--- src/rtl/sdram_gate_pkg.sv ---
package sdram_gate_pkg;

  typedef enum logic [1:0] {
    CMD_ACT   = 2'd0,
    CMD_READ  = 2'd1,
    CMD_WRITE = 2'd2,
    CMD_PRE   = 2'd3
  } gateCmd_e;

  // strobes from control to datapath, valid in the handshake cycle
  typedef struct packed {
    logic actFire;
    logic colFire;
    logic preFire;
    logic isWrite;
  } gateStrobe_t;

endpackage

--- src/rtl/sdram_bank_timers.sv ---
module sdram_bank_timers
  import sdram_gate_pkg::*;
#(
  parameter int NUM_BANKS = 4,
  parameter int T_RCD     = 3,
  parameter int T_RC      = 10,
  parameter int T_RRD     = 2,
  parameter int T_RAS_MIN = 6,
  parameter int T_RP      = 3,
  parameter int T_RAS_MAX = 10000,
  localparam int BANK_W   = $clog2(NUM_BANKS),
  localparam int CNT_W    = $clog2(T_RAS_MAX + 1)
) (
  input  logic                 clk,
  input  logic                 rstN,
  input  gateStrobe_t          strobe,
  input  logic [BANK_W-1:0]    bankSel,
  output logic [NUM_BANKS-1:0] canAct,
  output logic [NUM_BANKS-1:0] canCol,
  output logic [NUM_BANKS-1:0] canPre,
  output logic [NUM_BANKS-1:0] overActive
);

  localparam logic [CNT_W-1:0] CNT_MAX = CNT_W'(T_RAS_MAX);
  localparam logic [CNT_W-1:0] RCD_L   = CNT_W'(T_RCD);
  localparam logic [CNT_W-1:0] RC_L    = CNT_W'(T_RC);
  localparam logic [CNT_W-1:0] RRD_L   = CNT_W'(T_RRD);
  localparam logic [CNT_W-1:0] RASN_L  = CNT_W'(T_RAS_MIN);
  localparam logic [CNT_W-1:0] RP_L    = CNT_W'(T_RP);

  logic [CNT_W-1:0] sinceAnyAct;

  // cycles since the most recent open of any bank, saturating
  always_ff @(posedge clk or negedge rstN) begin
    if (!rstN) begin
      sinceAnyAct <= CNT_MAX;
    end else if (strobe.actFire) begin
      sinceAnyAct <= CNT_W'(1);
    end else if (sinceAnyAct < CNT_MAX) begin
      sinceAnyAct <= sinceAnyAct + CNT_W'(1);
    end
  end

  for (genvar b = 0; b < NUM_BANKS; b++) begin : g_bank
    logic             active;
    logic [CNT_W-1:0] sinceAct;
    logic [CNT_W-1:0] sincePre;
    logic             hit;

    assign hit = (bankSel == BANK_W'(b));

    always_ff @(posedge clk or negedge rstN) begin
      if (!rstN) begin
        active   <= 1'b0;
        sinceAct <= CNT_MAX;
        sincePre <= CNT_MAX;
      end else begin
        if (strobe.actFire && hit) begin
          active   <= 1'b1;
          sinceAct <= CNT_W'(1);
        end else if (sinceAct < CNT_MAX) begin
          sinceAct <= sinceAct + CNT_W'(1);
        end
        // a close of an idle bank leaves the timers alone
        if (strobe.preFire && hit && active) begin
          active   <= 1'b0;
          sincePre <= CNT_W'(1);
        end else if (sincePre < CNT_MAX) begin
          sincePre <= sincePre + CNT_W'(1);
        end
      end
    end

    assign canAct[b]     = !active && (sincePre >= RP_L) && (sinceAct >= RC_L)
                           && (sinceAnyAct >= RRD_L);
    assign canCol[b]     = active && (sinceAct >= RCD_L);
    assign canPre[b]     = !active || (sinceAct >= RASN_L);
    assign overActive[b] = active && (sinceAct >= CNT_MAX);
  end

endmodule

--- src/rtl/sdram_gate_ctrl.sv ---
module sdram_gate_ctrl
  import sdram_gate_pkg::*;
#(
  parameter int NUM_BANKS = 4,
  localparam int BANK_W   = $clog2(NUM_BANKS)
) (
  input  logic                 reqValid,
  input  gateCmd_e             reqCmd,
  input  logic [BANK_W-1:0]    reqBank,
  input  logic [NUM_BANKS-1:0] canAct,
  input  logic [NUM_BANKS-1:0] canCol,
  input  logic [NUM_BANKS-1:0] canPre,
  output logic                 reqReady,
  output gateStrobe_t          strobe
);

  logic legal;
  logic fire;

  always_comb begin
    unique case (reqCmd)
      CMD_ACT:             legal = canAct[reqBank];
      CMD_READ, CMD_WRITE: legal = canCol[reqBank];
      default:             legal = canPre[reqBank];
    endcase
    fire           = reqValid && legal;
    strobe.actFire = fire && (reqCmd == CMD_ACT);
    strobe.colFire = fire && ((reqCmd == CMD_READ) || (reqCmd == CMD_WRITE));
    strobe.preFire = fire && (reqCmd == CMD_PRE);
    strobe.isWrite = (reqCmd == CMD_WRITE);
  end

  assign reqReady = legal;

endmodule

--- src/rtl/sdram_pin_drive.sv ---
module sdram_pin_drive
  import sdram_gate_pkg::*;
#(
  parameter int NUM_BANKS = 4,
  parameter int ADDR_W    = 12,
  parameter int COL_W     = 8,
  localparam int BANK_W   = $clog2(NUM_BANKS)
) (
  input  logic              clk,
  input  logic              rstN,
  input  gateStrobe_t       strobe,
  input  logic [BANK_W-1:0] reqBank,
  input  logic [ADDR_W-1:0] reqRow,
  input  logic [COL_W-1:0]  reqCol,
  output logic              sdCsN,
  output logic              sdRasN,
  output logic              sdCasN,
  output logic              sdWeN,
  output logic [BANK_W-1:0] sdBank,
  output logic [ADDR_W-1:0] sdAddr
);

  always_ff @(posedge clk or negedge rstN) begin
    if (!rstN) begin
      sdCsN  <= 1'b0;
      sdRasN <= 1'b1;
      sdCasN <= 1'b1;
      sdWeN  <= 1'b1;
      sdBank <= '0;
      sdAddr <= '0;
    end else begin
      sdCsN  <= 1'b0;
      sdRasN <= 1'b1;
      sdCasN <= 1'b1;
      sdWeN  <= 1'b1;
      sdBank <= '0;
      sdAddr <= '0;
      if (strobe.actFire) begin
        sdRasN <= 1'b0;
        sdBank <= reqBank;
        sdAddr <= reqRow;
      end else if (strobe.colFire) begin
        sdCasN <= 1'b0;
        sdWeN  <= !strobe.isWrite;
        sdBank <= reqBank;
        sdAddr <= ADDR_W'(reqCol);
      end else if (strobe.preFire) begin
        sdRasN <= 1'b0;
        sdWeN  <= 1'b0;
        sdBank <= reqBank;
      end
    end
  end

endmodule

--- src/rtl/sdram_cmd_gate.sv ---
module sdram_cmd_gate
  import sdram_gate_pkg::*;
#(
  parameter int NUM_BANKS = 4,
  parameter int ADDR_W    = 12,
  parameter int COL_W     = 8,
  parameter int T_RCD     = 3,
  parameter int T_RC      = 10,
  parameter int T_RRD     = 2,
  parameter int T_RAS_MIN = 6,
  parameter int T_RP      = 3,
  parameter int T_RAS_MAX = 10000,
  localparam int BANK_W   = $clog2(NUM_BANKS)
) (
  input  logic                 clk,
  input  logic                 rstN,
  input  logic                 reqValid,
  output logic                 reqReady,
  input  logic [1:0]           reqCmd,
  input  logic [BANK_W-1:0]    reqBank,
  input  logic [ADDR_W-1:0]    reqRow,
  input  logic [COL_W-1:0]     reqCol,
  output logic                 sdCsN,
  output logic                 sdRasN,
  output logic                 sdCasN,
  output logic                 sdWeN,
  output logic [BANK_W-1:0]    sdBank,
  output logic [ADDR_W-1:0]    sdAddr,
  output logic [NUM_BANKS-1:0] overActive
);

  gateStrobe_t          strobe;
  logic [NUM_BANKS-1:0] canAct;
  logic [NUM_BANKS-1:0] canCol;
  logic [NUM_BANKS-1:0] canPre;

  sdram_gate_ctrl #(.NUM_BANKS(NUM_BANKS)) u_ctrl (
    .reqValid (reqValid),
    .reqCmd   (gateCmd_e'(reqCmd)),
    .reqBank  (reqBank),
    .canAct   (canAct),
    .canCol   (canCol),
    .canPre   (canPre),
    .reqReady (reqReady),
    .strobe   (strobe)
  );

  sdram_bank_timers #(
    .NUM_BANKS(NUM_BANKS), .T_RCD(T_RCD), .T_RC(T_RC), .T_RRD(T_RRD),
    .T_RAS_MIN(T_RAS_MIN), .T_RP(T_RP), .T_RAS_MAX(T_RAS_MAX)
  ) u_timers (
    .clk        (clk),
    .rstN       (rstN),
    .strobe     (strobe),
    .bankSel    (reqBank),
    .canAct     (canAct),
    .canCol     (canCol),
    .canPre     (canPre),
    .overActive (overActive)
  );

  sdram_pin_drive #(
    .NUM_BANKS(NUM_BANKS), .ADDR_W(ADDR_W), .COL_W(COL_W)
  ) u_pins (
    .clk     (clk),
    .rstN    (rstN),
    .strobe  (strobe),
    .reqBank (reqBank),
    .reqRow  (reqRow),
    .reqCol  (reqCol),
    .sdCsN   (sdCsN),
    .sdRasN  (sdRasN),
    .sdCasN  (sdCasN),
    .sdWeN   (sdWeN),
    .sdBank  (sdBank),
    .sdAddr  (sdAddr)
  );

endmodule

--- config.mk ---
export PLATFORM = sky130hd
export DESIGN_NAME = sdram_cmd_gate
export DESIGN_NICKNAME = d
export VERILOG_FILES = /design/src/rtl/sdram_gate_pkg.sv /design/src/rtl/sdram_bank_timers.sv /design/src/rtl/sdram_gate_ctrl.sv /design/src/rtl/sdram_pin_drive.sv /design/src/rtl/sdram_cmd_gate.sv
export SDC_FILE = /design/constraint.sdc
export NUM_CORES = 1
export LEC_CHECK = 0
export BUFFER_PORTS_ARGS = -buffer_cell sky130_fd_sc_hd__buf_2
export CORE_MARGIN = 10
export CORE_UTILIZATION = 60
export DETAILED_ROUTE_END_ITERATION = 6
export HOLD_SLACK_MARGIN = 0.15
export PLACE_DENSITY = 0.79
export RECOVER_POWER = 100
export SLEW_MARGIN = 20
export SYNTH_ARGS = -nofsm -noshare
export SYNTH_HDL_FRONTEND = slang
export SYNTH_SLANG_ARGS = --single-unit
--- constraint.sdc ---
create_clock -name clk -period 4.5 [get_ports clk]
set_input_delay 0.675 -clock clk [delete_from_list [all_inputs] [get_ports clk]]
set_output_delay 0.675 -clock clk [all_outputs]
set_load 0.1 [all_outputs]
==> run summary <==
Worst-Margin Slew = 2800 ps
Routing usage on met2 = 31.0%
Synthesized cell area = 7960 µm²
Clk_skew = 9.57 ps
Via count = 6154
Largest cells by area after synthesis = dfrtp_1, dfstp_2, xor2_1
Cell taking the most area after synthesis = dfrtp_1
Largest net degree at the start of global routing = 118
DR DRC count = 0
Worst hold path class = in2reg
Grt total ovfl = 0
Worst-Skew Late Latency = 430 ps
Worst Path Arrival = 2990 ps
Via density = 6.02
Share of cells above drive strength 1 = 14.5%
Total wire length = 17.2 mm
Fillers = 1002
Ys async rst share = 100%
Num ports = 50
Clk pin slew, worst setup/hold paths = 60 ps
RR Startpoint = u_timers.g_bank[3].active$_DFFE_PN0P_
Die area = 18300 µm²
Cells resized by post-CTS repair = 0
Net count, final = 878
Width of the die = 135 µm
First-pass GRT wire length = 29.2 mm
Vias in the first global route = 5999
Top-area cell type share of the netlist area = 31.1%
Peak supply drop = 0.330 mV
Yosys reg bits = 147
Max FO, Critical Path = 7
Final hold violation count = 0
Setup TNS = 0 ps
Power per cell area = 636 nW/µm²
Pwr Total = 5.62 mW
TritonRoute pass-1 iters = 5
Hold Crit Start = reqRow[10]
WL per Instance = 16.8 µm
Antenna Nets Post-Route = 0
Mapped Avg Cell Area = 9.93 µm²
Global routing usage on met1 = 25.5%
Startpoint Class = flip-flop
Hold Buf Count CTS = 0
Initial core utilization = 60.6%
Routing usage on met3 = 4.12%
# rows = 42
CTS HTree Levels = 4
CORE AREA = 13100 µm²
TritonCTS clock tree = built
EDFF count, synth = 0
Outcome = complete, but fails checks
Netlist cell types = 56
Tcrit/Tclk final = 81.4%
IO buf count = 48
Fmax = 273 MHz
Crit path kind = reg2out
Critical Path Start = u_timers.g_bank[3].sinceAct[4]$_DFFE_PN1P_
Gpl congestion = 0.893
Post-Syn Instances = 802
Failing checks = capacitance limit, slew limit
Root Buffer Master = clkbuf_16
Global-route layer with the greatest usage = met2
Die Height = 135 µm
Max Cap Viol = 1
Initial antenna violation count = 0
CTS max path bufs = 2
Total GRT Usage = 19.3%
Share of the yosys chip area belonging to registers = 47.0%
CTS buffer count = 17
Post-Place Cells = 991
Initial DRC count = 506
Final setup vio count = 0
Final Non-Filler Cells = 1023
YS warnings = 0
Ant diodes = 0
Hold_ws = 484 ps
Min Tclk post-route = 3660 ps
Leak pwr = 3.55 nW
Critical path endpoint category = output port
Fin. max-slew vios = 118
Unrepaired setup endpoints after global routing = false
Area Overhead vs Synth = 10.9%
Max transition margin = -86.5%
Sink Count = 147
Setup Fix Bufs, Post-CTS = 0
Syn Nets = 846
Req. time, crit path = 3830 ps
Synth Flop Type = dfrtp_1
Final HPWL DP = 11.3 mm
-- critical path: stages, from the launching register on --
cell       delay (ps)
dfstp_2           600
nor4_2             80
nand3_1           180
o41ai_2           100
a2111oi_2         410
a311oi_1          100
a21oi_1           210
clkbuf_1          890
-- metrics by stage --
step	util, %	cell area (µm²)	worst slack (ps)
floorplan	-	7960	661
finish	67.2	8830	837
global placement	63.0	8280	1130
CTS	67.6	8890	1190
detailed placement	63.0	8280	992
global route	67.2	8830	584
-- area by class of cell --
type	instances	area [µm²]	area share (%)
Clock buffer	25	515	5.84
Clock inverter	7	93.8	1.06
Inverter	20	75.1	0.851
Multi-Input combinational cell	596	3940	44.7
Sequential cell	147	3740	42.4
Tap cell	176	220	2.50
Timing Repair Buffer	52	240	2.72
-- per-layer routing --
| metal | share of wire, % | up-vias |
|---|---|---|
| met4 | 1.5 | 0 |
| met1 | 46 | 3044 |
| met5 | 0 | - |
| met3 | 3.4 | 23 |
| met2 | 49 | 149 |
| li1 | - | 2938 |
-- state kept, by name, summed over array words and instances, names as in the netlist --
register	flops
u_pins.sdRasN	1
u_pins.sdWeN	1
u_pins.sdCasN	1
u_timers.g_bank.active	4
u_timers.g_bank.sincePre	56
u_timers.g_bank.sinceAct	56
u_pins.sdBank	2
u_pins.sdAddr	12
u_timers.sinceAnyAct	14
-- cell families after synthesis --
logic type | Yosys count | synth area share (%)
XOR/XNOR | 108 | 11.9
multiplexers | 5 | 0.629
flip-flops | 147 | 47.0
AO/OA/AOI/OAI | 153 | 13.7
buffers and inverters | 59 | 3.27
AND/OR/NAND/NOR | 312 | 20.9
adder cells (fa/ha/maj) | 17 | 2.67
other | 1 | 0.0471
-- cell usage in the layout, fill, tap and decap left out, types with 5 or more instances in the layout --
cell,synthesis,routed
dfrtp_1,99,99
nand2_1,84,84
a31oi_1,61,61
xor2_1,59,59
xnor2_1,49,49
dfstp_2,48,48
nand3_1,46,46
and2_0,0,37
nor2_1,29,29
nand4_1,25,25
buf_2,10,25
clkbuf_1,23,24
and3_1,23,23
inv_1,20,20
o21ai_0,17,17
clkbuf_16,0,17
nor4_1,16,16
ha_1,17,16
a21oi_1,9,15
nor2b_1,12,12
nor3_1,12,12
a21boi_0,10,10
o211ai_1,8,8
and2_1,45,8
and4_1,7,7
a41oi_1,6,6
clkbuf_8,0,6
o21a_1,5,5
mux2i_1,5,5
-- cells in the mapped netlist, types with 12 or more instances --
cell	number
nor2_1	29
o21ai_0	17
clkbuf_1	23
nor4_1	16
dfstp_2	48
nor2b_1	12
and3_1	23
a31oi_1	61
and2_1	45
xor2_1	59
dfrtp_1	99
xnor2_1	49
nand3_1	46
nand2_1	84
inv_1	20
nor3_1	12
nand4_1	25
ha_1	17
-- path summary, 6_finish.rpt --
check                      cells past startpoint  slack (ps)                                          end
setup reg to reg                               8         940                   u_pins.sdAddr[2]$_DFF_PN0_
max in group asynchronous                      2        1430   u_timers.g_bank[0].sinceAct[3]$_DFFE_PN0P_
hold reg to reg                                2         520  u_timers.g_bank[3].sinceAct[13]$_DFFE_PN1P_
hold / removal                                 2         480                  u_pins.sdAddr[10]$_DFF_PN0_
setup / recovery                               7         840                                     reqReady
min in group asynchronous                      1        1140  u_timers.g_bank[3].sincePre[12]$_DFFE_PN0P_
-- where the power goes --
| group | switching [mW] | internal [mW] |
|---|---|---|
| combinational | 0.906 | 0.746 |
| sequential | 0.604 | 1.91 |
| clock | 0.548 | 0.905 |
| total | 2.06 | 3.56 |
No activity file was read; power rests on OpenSTA's default activity.
